$ cat config.mk
export PLATFORM = sky130hd
export DESIGN_NAME = frog_terrain_fsm
export DESIGN_NICKNAME = d
export VERILOG_FILES = /design/src/rtl/frog_pkg.sv /design/src/rtl/colour_sense.sv /design/src/rtl/hold_timer.sv /design/src/rtl/zone_step.sv /design/src/rtl/frog_terrain_fsm.sv
export SDC_FILE = /design/constraint.sdc
export NUM_CORES = 1
export LEC_CHECK = 0
export BUFFER_PORTS_ARGS = -buffer_cell sky130_fd_sc_hd__buf_2
export CAP_MARGIN = 30
export CORE_MARGIN = 1
export CORE_UTILIZATION = 45
export CTS_BUF_LIST = sky130_fd_sc_hd__clkbuf_4 sky130_fd_sc_hd__clkbuf_8
export CTS_CLUSTER_DIAMETER = 30
export DETAILED_ROUTE_END_ITERATION = 10
export PLACE_DENSITY = 0.68
export SLEW_MARGIN = 30
export SYNTH_ARGS = -nofsm -noshare
export SYNTH_HDL_FRONTEND = slang
export SYNTH_SLANG_ARGS = --single-unit
$ cat constraint.sdc
create_clock -name clk -period 1.8 [get_ports clk]
set_clock_uncertainty 0.15 [all_clocks]
set_input_delay 0.18 -clock clk [delete_from_list [all_inputs] [get_ports clk]]
set_output_delay 0.18 -clock clk [all_outputs]
set_load 0.02 [all_outputs]
$ cat src/rtl/frog_pkg.sv
// Shared types for the terrain controller.
// Assumes 2-bit colour codes; the zone encoding is visible on the top port.
package frog_pkg;

    typedef enum logic [1:0] {
        COL_BLACK = 2'd0,
        COL_GREEN = 2'd1,
        COL_BLUE  = 2'd2,
        COL_BROWN = 2'd3
    } colour_t;

    typedef enum logic [2:0] {
        Z_MEADOW = 3'd0,
        Z_ROAD   = 3'd1,
        Z_RIVER  = 3'd2,
        Z_DEAD   = 3'd3,
        Z_WON    = 3'd4
    } zone_t;

    // Reduced view of the footprint samples.
    typedef struct packed {
        logic bg_all_black;
        logic bg_all_blue;
        logic bg_all_green;
        logic bg_any_black;
        logic obj_all_black;
        logic obj_any_brown;
        logic obj_any_green;
    } sense_t;

endpackage

$ cat src/rtl/colour_sense.sv
// Classifies the footprint samples into all/any flags.
// Purely combinational; assumes NSAMP >= 1 and 2-bit codes.
module colour_sense
    import frog_pkg::*;
#(
    parameter int NSAMP = 4
) (
    input  logic [2*NSAMP-1:0] bg_px_i,
    input  logic [2*NSAMP-1:0] obj_px_i,
    output sense_t             sense_o
);

    logic [NSAMP-1:0] bg_blk, bg_blu, bg_grn;
    logic [NSAMP-1:0] ob_blk, ob_brn, ob_grn;

    // One comparator set per footprint sample.
    for (genvar i = 0; i < NSAMP; i++) begin : g_px
        assign bg_blk[i] = (bg_px_i[2*i +: 2]  == COL_BLACK);
        assign bg_blu[i] = (bg_px_i[2*i +: 2]  == COL_BLUE);
        assign bg_grn[i] = (bg_px_i[2*i +: 2]  == COL_GREEN);
        assign ob_blk[i] = (obj_px_i[2*i +: 2] == COL_BLACK);
        assign ob_brn[i] = (obj_px_i[2*i +: 2] == COL_BROWN);
        assign ob_grn[i] = (obj_px_i[2*i +: 2] == COL_GREEN);
    end

    // Reduce per-sample matches to the flags the controller uses.
    always_comb begin
        sense_o.bg_all_black  = &bg_blk;
        sense_o.bg_all_blue   = &bg_blu;
        sense_o.bg_all_green  = &bg_grn;
        sense_o.bg_any_black  = |bg_blk;
        sense_o.obj_all_black = &ob_blk;
        sense_o.obj_any_brown = |ob_brn;
        sense_o.obj_any_green = |ob_grn;
    end

endmodule

$ cat src/rtl/hold_timer.sv
// Counts clock ticks while run_i is high and flags the final tick.
// Clears whenever run_i is low or the window expires, so each entry
// starts from zero. Assumes HOLD_TICKS >= 2.
module hold_timer #(
    parameter int HOLD_TICKS = 150_000_000
) (
    input  logic clk,
    input  logic rst_n,
    input  logic run_i,
    output logic expire_o
);

    localparam int CNT_W = $clog2(HOLD_TICKS);
    localparam logic [CNT_W-1:0] LAST = CNT_W'(HOLD_TICKS - 1);

    logic [CNT_W-1:0] cnt_q;

    assign expire_o = run_i && (cnt_q == LAST);

    // Tick counter with clear on idle or expiry.
    always_ff @(posedge clk) begin
        if (!rst_n || !run_i || expire_o) cnt_q <= '0;
        else                              cnt_q <= cnt_q + 1'b1;
    end

    AST_CNT_BOUND: assert property (@(posedge clk) disable iff (!rst_n)
        cnt_q <= LAST);
    AST_ENTRY_CLEAR: assert property (@(posedge clk) disable iff (!rst_n)
        $rose(run_i) |-> cnt_q == '0);

endmodule

$ cat src/rtl/zone_step.sv
// Next-zone decision: death, then win, then terrain moves.
// Combinational; the hold zones leave only on timer expiry.
module zone_step
    import frog_pkg::*;
(
    input  zone_t  zone_i,
    input  sense_t sense_i,
    input  logic   row_top_i,
    input  logic   expire_i,
    output zone_t  zone_o
);

    logic win_hit;
    assign win_hit = sense_i.obj_any_green && row_top_i;

    // Prioritised transition selection per zone.
    always_comb begin
        zone_o = zone_i;
        unique case (zone_i)
            Z_MEADOW: begin
                if (win_hit)                   zone_o = Z_WON;
                else if (sense_i.bg_all_black) zone_o = Z_ROAD;
                else if (sense_i.bg_all_blue)  zone_o = Z_RIVER;
            end
            Z_ROAD: begin
                if (!sense_i.obj_all_black)    zone_o = Z_DEAD;
                else if (win_hit)              zone_o = Z_WON;
                else if (sense_i.bg_all_green) zone_o = Z_MEADOW;
            end
            Z_RIVER: begin
                if (sense_i.obj_all_black)     zone_o = Z_DEAD;
                else if (win_hit)              zone_o = Z_WON;
                else if (sense_i.bg_any_black) zone_o = Z_ROAD;
                else if (sense_i.bg_all_green) zone_o = Z_MEADOW;
            end
            Z_DEAD, Z_WON: begin
                if (expire_i)                  zone_o = Z_MEADOW;
            end
            default:                           zone_o = Z_MEADOW;
        endcase
    end

endmodule

$ cat src/rtl/frog_terrain_fsm.sv
// Terrain and collision controller for the player token.
// Samples arrive already aligned to the token footprint; reset is
// synchronous active-low; HOLD_TICKS sets the death/win hold length.
module frog_terrain_fsm
    import frog_pkg::*;
#(
    parameter int NSAMP      = 4,
    parameter int ROW_W      = 4,
    parameter int HOLD_TICKS = 150_000_000
) (
    input  logic               clk,
    input  logic               rst_n,
    input  logic [2*NSAMP-1:0] bg_px_i,
    input  logic [2*NSAMP-1:0] obj_px_i,
    input  logic [ROW_W-1:0]   row_i,
    output logic [2:0]         zone_o,
    output logic               dead_o,
    output logic               on_log_o,
    output logic               win_pulse_o,
    output logic               reset_req_o
);

    sense_t sense;
    zone_t  zone_q, zone_d;
    logic   holding, expire;

    colour_sense #(.NSAMP(NSAMP)) u_sense (
        .bg_px_i  (bg_px_i),
        .obj_px_i (obj_px_i),
        .sense_o  (sense)
    );

    assign holding = (zone_q == Z_DEAD) || (zone_q == Z_WON);

    hold_timer #(.HOLD_TICKS(HOLD_TICKS)) u_timer (
        .clk      (clk),
        .rst_n    (rst_n),
        .run_i    (holding),
        .expire_o (expire)
    );

    zone_step u_step (
        .zone_i    (zone_q),
        .sense_i   (sense),
        .row_top_i (row_i == '0),
        .expire_i  (expire),
        .zone_o    (zone_d)
    );

    // Zone register.
    always_ff @(posedge clk) begin
        if (!rst_n) zone_q <= Z_MEADOW;
        else        zone_q <= zone_d;
    end

    // Output decode (Mealy on samples and timer).
    always_comb begin
        zone_o      = zone_q;
        dead_o      = (zone_q == Z_DEAD);
        on_log_o    = (zone_q == Z_RIVER) && sense.obj_any_brown;
        reset_req_o = expire;
        win_pulse_o = expire && (zone_q == Z_WON);
    end

    AST_RESET_MEADOW: assert property (@(posedge clk)
        !rst_n |=> zone_o == 3'd0);
    AST_EXIT_MEADOW: assert property (@(posedge clk) disable iff (!rst_n)
        reset_req_o |=> zone_o == 3'd0);
    AST_DEAD_HOLDS: assert property (@(posedge clk) disable iff (!rst_n)
        (dead_o && !reset_req_o) |=> dead_o);
    AST_WIN_WITH_REQ: assert property (@(posedge clk) disable iff (!rst_n)
        win_pulse_o |-> reset_req_o);
    AST_LOG_IN_RIVER: assert property (@(posedge clk) disable iff (!rst_n)
        on_log_o |-> zone_o == 3'd2);

endmodule

==> metrics.md, run 1 <==
| Metric | Value |
|---|---|
| Outcome | `finished with violations` |
| Failing checks | `negative setup slack` |
| Diode count | `0` |
| Final worst slack | `-0.224 ns` |
| Worst-case clock buffer depth | `2` |
| CTS tree | `yes` |
| DRT Pass-1 Iters | `4` |
| Synth Warn # | `0` |
| Mapped Nets | `218` |
| Relative slew slack | `0.714` |
| Layout Utilization | `0.714` |
| Worst endpoint required time | `1.47 ns` |
| Crit start category | `flop` |
| Total GRT Usage | `0.224` |
| WHS | `0.254 ns` |
| Initial core utilization | `0.479` |
| Initial DRC Count | `77` |
| Final hold viol count | `0` |
| CTS H-tree lvls | `2` |
| Avg WL per Cell | `12.8 um` |
| Post-Place Cells | `303` |
| Clock buffer count from CTS | `5` |
| MaxCap Viol Count | `0` |
| Cells after Synth | `195` |
| Via density | `5.23` |
| GRT overflow | `0` |
| Num rows | `21` |
| Filler cell count | `261` |
| Fin crit period | `2.02 ns` |
| Hpwl dp | `2720 um` |
| Internal reg-to-reg setup slack | `-0.13 ns` |
| Cell variety after synth | `43` |
| Most used DFF post-synth | `dfxtp_1` |
| # DRC | `0` |
| Worst VDD drop | `0.471 mV` |
| Slew @ Worst Pin | `0.423 ns` |
| Final Instance Count excl. Fillers | `321` |
| CP arrival | `1.69 ns` |
| Commonest non-fill, non-tap cells in the layout | `buf_4, nor2_1, dfxtp_1` |
| Clk slew on worst S/H paths | `0.10 ns` |
| Most common cell after layout, fill and taps aside | `buf_4` |
| Critical path class | `reg2out` |
| Static Leak | `0.971 nW` |
| Final-report max-slew violation count | `0` |
| Core area | `0.00339 mm2` |
| Fmax | `0.494 GHz` |
| Placer Congestion | `0.788` |
| Syn avg cell area | `8.32 um2` |
| Clock root buffer | `clkbuf_4` |
| Post-route ant nets | `0` |
| Chip width | `62.1 um` |
| Crit end category | `primary output` |
| Synthesized cell area | `0.00162 mm2` |
| Critical Path Fanout Max | `3` |
| Clk Latency, worst-skew pair | `0.34 ns` |
| IO Pins | `29` |
| Area growth syn-to-layout | `49.1%` |
| Count of final setup violators | `31` |
| RSZ-0062 raised after global routing | `true` |
| Vias in the first global route | `1476` |
| Routed vias | `1679` |
| Share of layout cells above drive strength 1 | `0.404` |
| Yosys reg bits | `31` |
| Hold/Removal Path Class | `in2reg` |
| Ys async rst share | `0` |
| Initial antenna violation count | `0` |
| Post-Route WL | `4110 um` |
| Power per cell area | `535 mW/mm2` |
| Number of synthesized flops with an enable pin | `0` |
| Global-route wire length before repair | `6100 um` |
| Clk sinks | `31` |
| Final clock period utilization by the worst path | `1.12` |
| Die Footprint | `0.00385 mm2` |
| Die Ht | `62.1 um` |
| Register area share after synthesis | `0.382` |
| Port bufs | `28` |
| Largest net degree at the start of global routing | `12` |
| Nets | `297` |
[power by group]
group / internal, mW / leakage, nW / switching, mW
clock: 0.182 / 0.0361 / 0.224
sequential: 0.691 / 0.252 / 0.0172
combinational: 0.0917 / 0.683 / 0.0882
[layer usage]
metal  GRT usage  wire (um)  vias up
met1       0.255       1870      761
met2       0.374       1930       47
met5           0          0        -
li1            -          -      857
met3      0.0663        215       14
met4       0.124         97        0
[layout make-up]
cell class,instances,area (um2),area share
Multi-Input combinational cell,155,1050,0.433
Sequential cell,31,627,0.259
Timing Repair Buffer,77,614,0.254
Tap cell,46,57.6,0.0238
Clock buffer,7,52.6,0.0217
Inverter,4,15.0,0.00620
Clock inverter,1,5.00,0.00207
[cells in the mapped netlist (2+ instances only)]
cell | n | share of area
nor2_1 | 39 | 0.090
dfxtp_1 | 31 | 0.38
xor2_1 | 22 | 0.12
nand2_1 | 12 | 0.028
nand3_1 | 12 | 0.037
nand4_1 | 10 | 0.039
and3_1 | 5 | 0.019
or4_1 | 5 | 0.023
a21oi_1 | 4 | 0.012
inv_1 | 4 | 0.0092
o22ai_1 | 4 | 0.015
and4_1 | 3 | 0.016
nor2b_1 | 3 | 0.012
nor3_1 | 3 | 0.0092
xnor2_1 | 3 | 0.016
a22o_1 | 2 | 0.011
buf_2 | 2 | 0.0062
clkbuf_1 | 2 | 0.0046
nand2b_1 | 2 | 0.0077
nor4b_1 | 2 | 0.011
or2_2 | 2 | 0.0077
or3_1 | 2 | 0.0077
[worst max-delay path, stage by stage, from the launching register on]
cell and delay [ns]:
dfxtp_2 0.34, nor4_4 0.26, and4b_1 0.22, nand4_1 0.13
buf_4 0.18, a21oi_2 0.11, buf_6 0.13
[per-stage QoR]
step | power [mW] | instance area [um2] | setup TNS, ns | setup WS [ns]
6_report | 1.29 | 2420 | -2.50 | -0.224
5_1_grt | 1.36 | 2420 | -6.27 | -0.381
4_1_cts | 1.30 | 2360 | -2.91 | -0.246
3_5_place_dp | 0.870 | 2110 | -0.184 | -0.103
3_3_place_gp | 0.870 | 2110 | -0.150 | -0.0770
2_1_floorplan | 0.802 | 1630 | -0.0206 | -0.0206
[worst paths after layout]
| path | start | endpoint | cells after the start |
|---|---|---|---|
| min reg2reg | u_timer.cnt_q[5] | u_timer.cnt_q[5] | 2 |
| max reg2reg | u_timer.cnt_q[24] | u_timer.cnt_q[24] | 9 |
| min | row_i[2] | zone_o[0] | 5 |
| max | u_timer.cnt_q[24] | reset_req_o | 6 |
[sequential cells by signal (all words and copies together) (netlist names)]
signal         cells
u_timer.cnt_q     28
zone_o             3
[repair_timing]
action                                 in CTS  in global routing
hold buffers                                1                  0
endpoints found under the hold margin       3                  0
setup endpoints to repair                  32                 34
pin swaps                                  10                  3
cloned                                      3                  0
buffers inserted                            6                  2
gates resized for setup                    18                 19
[cell families after synthesis]
group,count (synthesis),synth area share
flops,31,0.382
fa+ha+maj,1,0.00771
compound gates,19,0.0825
mux,1,0.00617
xor+xnor,25,0.135
simple gates,109,0.359
buf+inv,9,0.0270
Note: power is estimated with default switching activity, not from simulation.
==> run 2: changes to the inputs <==
- CORE_ASPECT_RATIO: unset -> 0.7
- CORE_UTILIZATION: 45 -> 52
- PLACE_DENSITY: 0.68 -> 0.77
- SKIP_CTS_REPAIR_TIMING: unset -> 1
==> metrics.md, run 2 (synthesis gave the netlist of run 1 again) <==
| Metric | Value |
|---|---|
| Outcome | `finished with violations` |
| Failing checks | `negative setup slack` |
| Clock root buffer | `clkbuf_8` |
| Nets | `287 (-3.4%)` |
| Power per cell area | `593 mW/mm2 (+11%)` |
| FF-to-FF path depth | `7 (-2)` |
| Met2 Usage GRT | `0.407 (+0.0330)` |
| Commonest non-fill, non-tap cells in the layout | `buf_4, buf_2, dfxtp_1` |
| Clock power share | `0.392 (+0.078)` |
| Final worst slack | `-0.249 ns (-0.0248 ns)` |
| CP cell instances | `nor4_2, and4b_1, nand4_1, a21oi_2, buf_4` |
| Initial antenna violation count | `0 (unchanged)` |
| Final hold viol count | `0 (unchanged)` |
| Area growth syn-to-layout | `51.0%` |
| Diode count | `0 (unchanged)` |
| CTS tree | `yes` |
| IO Pins | `29 (unchanged)` |
| CTS H-tree lvls | `2 (unchanged)` |
| Worst path slowest cell | `dfxtp_1` |
| Largest stage delay, worst path | `0.33 ns (about the same)` |
| Most common cell after layout, fill and taps aside | `buf_4` |
| Sequential cell area | `628 um2 (+0.20%)` |
| Hold/Removal Path Class | `in2reg` |
| Fmax | `0.488 GHz (-1.2%)` |
| Most Used Layer, Global Route | `met2` |
| Largest net degree at the start of global routing | `29 (+17)` |
| Max reg flops | `28 (unchanged)` |
| Reg with most FFs | `u_timer.cnt_q` |
| Relative slew slack | `0.723 (+0.00857)` |
| Hold path depth | `2 (-3)` |
| Port bufs | `28 (unchanged)` |
| Die Footprint | `0.00335 mm2 (-13%)` |
| Initial DRC Count | `156 (+100%)` |
| Via density | `6.04 (+16%)` |
| Worst endpoint required time | `1.47 ns (about the same)` |
| TNS Setup | `-5.19 ns (-2.68 ns)` |
| Crit start category | `flop` |
| Worst VDD drop | `0.494 mV (+5.0%)` |
| Layout Utilization | `0.850 (+0.136)` |
| Sequential Power Share | `0.489 (-0.058)` |
| DRT Pass-1 Iters | `4 (unchanged)` |
| RSZ-0062 raised after global routing | `true` |
| Final clock period utilization by the worst path | `1.14 (+0.0138)` |
| Hpwl dp | `2860 um (+5.2%)` |
| Initial core utilization | `0.563 (+0.0842)` |
| CP arrival | `1.72 ns (+0.03 ns)` |
| Clk Latency, worst-skew pair | `0.29 ns (-0.05 ns)` |
| Internal reg-to-reg setup slack | `-0.19 ns (-0.06 ns)` |
| Slew @ Worst Pin | `0.405 ns (-0.0174 ns)` |
| Share of layout cells above drive strength 1 | `0.460 (+0.0567)` |
| Met1 Track Usage GR | `0.379 (+0.124)` |
| Critical Path Fanout Max | `5 (+2)` |
| Filler cell count | `161 (-38%)` |
| Post-Route WL | `5460 um (+33%)` |
| Psw | `0.381 mW (+16%)` |
| Num rows | `16 (-24%)` |
| Met3 Use GR | `0.0755 (+0.00922)` |
| Count of final setup violators | `33 (+6.5%)` |
| Switching part of the total | `0.262 (+0.00769)` |
| # DRC | `0 (unchanged)` |
| Placer Congestion | `0.918 (+16%)` |
| Routed vias | `1819 (+8.3%)` |
| Internal | `1.07 mW (+11%)` |
| Clock buffer count from CTS | `5 (unchanged)` |
| Post-route ant nets | `0 (unchanged)` |
| R2r endpoint | `u_timer.cnt_q[24]` |
| Core area | `0.00288 mm2 (-15%)` |
| Final-report max-slew violation count | `0 (unchanged)` |
| WHS Endpoint | `zone_o[0]` |
| Fin crit period | `2.05 ns (+0.0248 ns)` |
| Worst-case clock buffer depth | `2 (unchanged)` |
| Multi-input gate area | `0.00117 mm2 (+12%)` |
| Total GRT Usage | `0.272 (+0.0483)` |
| Critical Path Source | `u_timer.cnt_q[24]` |
| Clk sinks | `31 (unchanged)` |
| MaxCap Viol Count | `0 (unchanged)` |
| Static Leak | `0.922 nW (-5.0%)` |
| GRT overflow | `0 (unchanged)` |
| Worst hold start | `rst_n` |
| Vias in the first global route | `1515 (+2.6%)` |
| Crit end category | `primary output` |
| Clk slew on worst S/H paths | `0.07 ns (-0.03 ns)` |
| Die Ht | `48.7 um (-21%)` |
| Chip width | `68.8 um (+11%)` |
| Comb pwr share | `0.119 (-0.020)` |
| Critical path class | `reg2out` |
| Worst R2R Start | `u_timer.cnt_q[24]` |
| Avg WL per Cell | `18.1 um (+42%)` |
| Global-route wire length before repair | `6800 um (+11%)` |
==> run 2: worst max-delay path by stage <==
stage / endpoint / slack (ns) / cells after the start
2_1_floorplan: u_timer.cnt_q[25] / -0.02 / 7
3_3_place_gp: zone_o[2] / -0.08 / 6
3_5_place_dp: zone_o[2] / -0.13 / 6
4_1_cts: reset_req_o / -0.22 / 5
5_1_grt: reset_req_o / -0.35 / 5
6_report: reset_req_o / -0.25 / 5
==> run 2: layout make-up <==
class / count / share of cell area
inverters: 4 / 0.00613
repair buffers: 67 / 0.204
well taps: 36 / 0.0184
flip-flops and latches: 31 / 0.256
clock buffers: 7 / 0.0342
clock inverters: 1 / 0.00204
multi-input cells: 155 / 0.479
==> run 2: through the flow <==
stage,total power [mW],cell area (um2),hold WS (ns),setup WS (ns),std cells
floorplan,0.802,1630,0.147,-0.0206,195
global placement,0.859,2040,0.303,-0.0764,285
detailed placement,0.865,2040,0.308,-0.133,285
CTS,1.41,2120,0.0222,-0.221,293
global route,1.50,2450,0.0621,-0.346,301
finish,1.45,2450,0.0685,-0.249,301
==> run 2: critical path: cells and delay by family, from the launching register on <==
family	cells	cell delay (ns)
AND/OR/NAND/NOR	3	0.75
flip-flops	1	0.33
AO/OA/AOI/OAI	1	0.20
buffers and inverters	1	0.16
==> run 2: power by group through the flow <==
stage	sequential [mW]	clock, mW	combinational (mW)
after floorplan	0.721	0	0.0809
after global placement	0.723	0	0.136
after detailed placement	0.724	0	0.141
after CTS	0.709	0.562	0.141
after global routing	0.711	0.602	0.186
final	0.710	0.569	0.173
==> run 2: metal layers <==
layer  part of all wire  wire length, um  up-vias
li1                   -                -      836
met1               0.40             2160      854
met2               0.48             2630      103
met3              0.084              458       26
met4              0.037              201        0
met5                  0                0        -
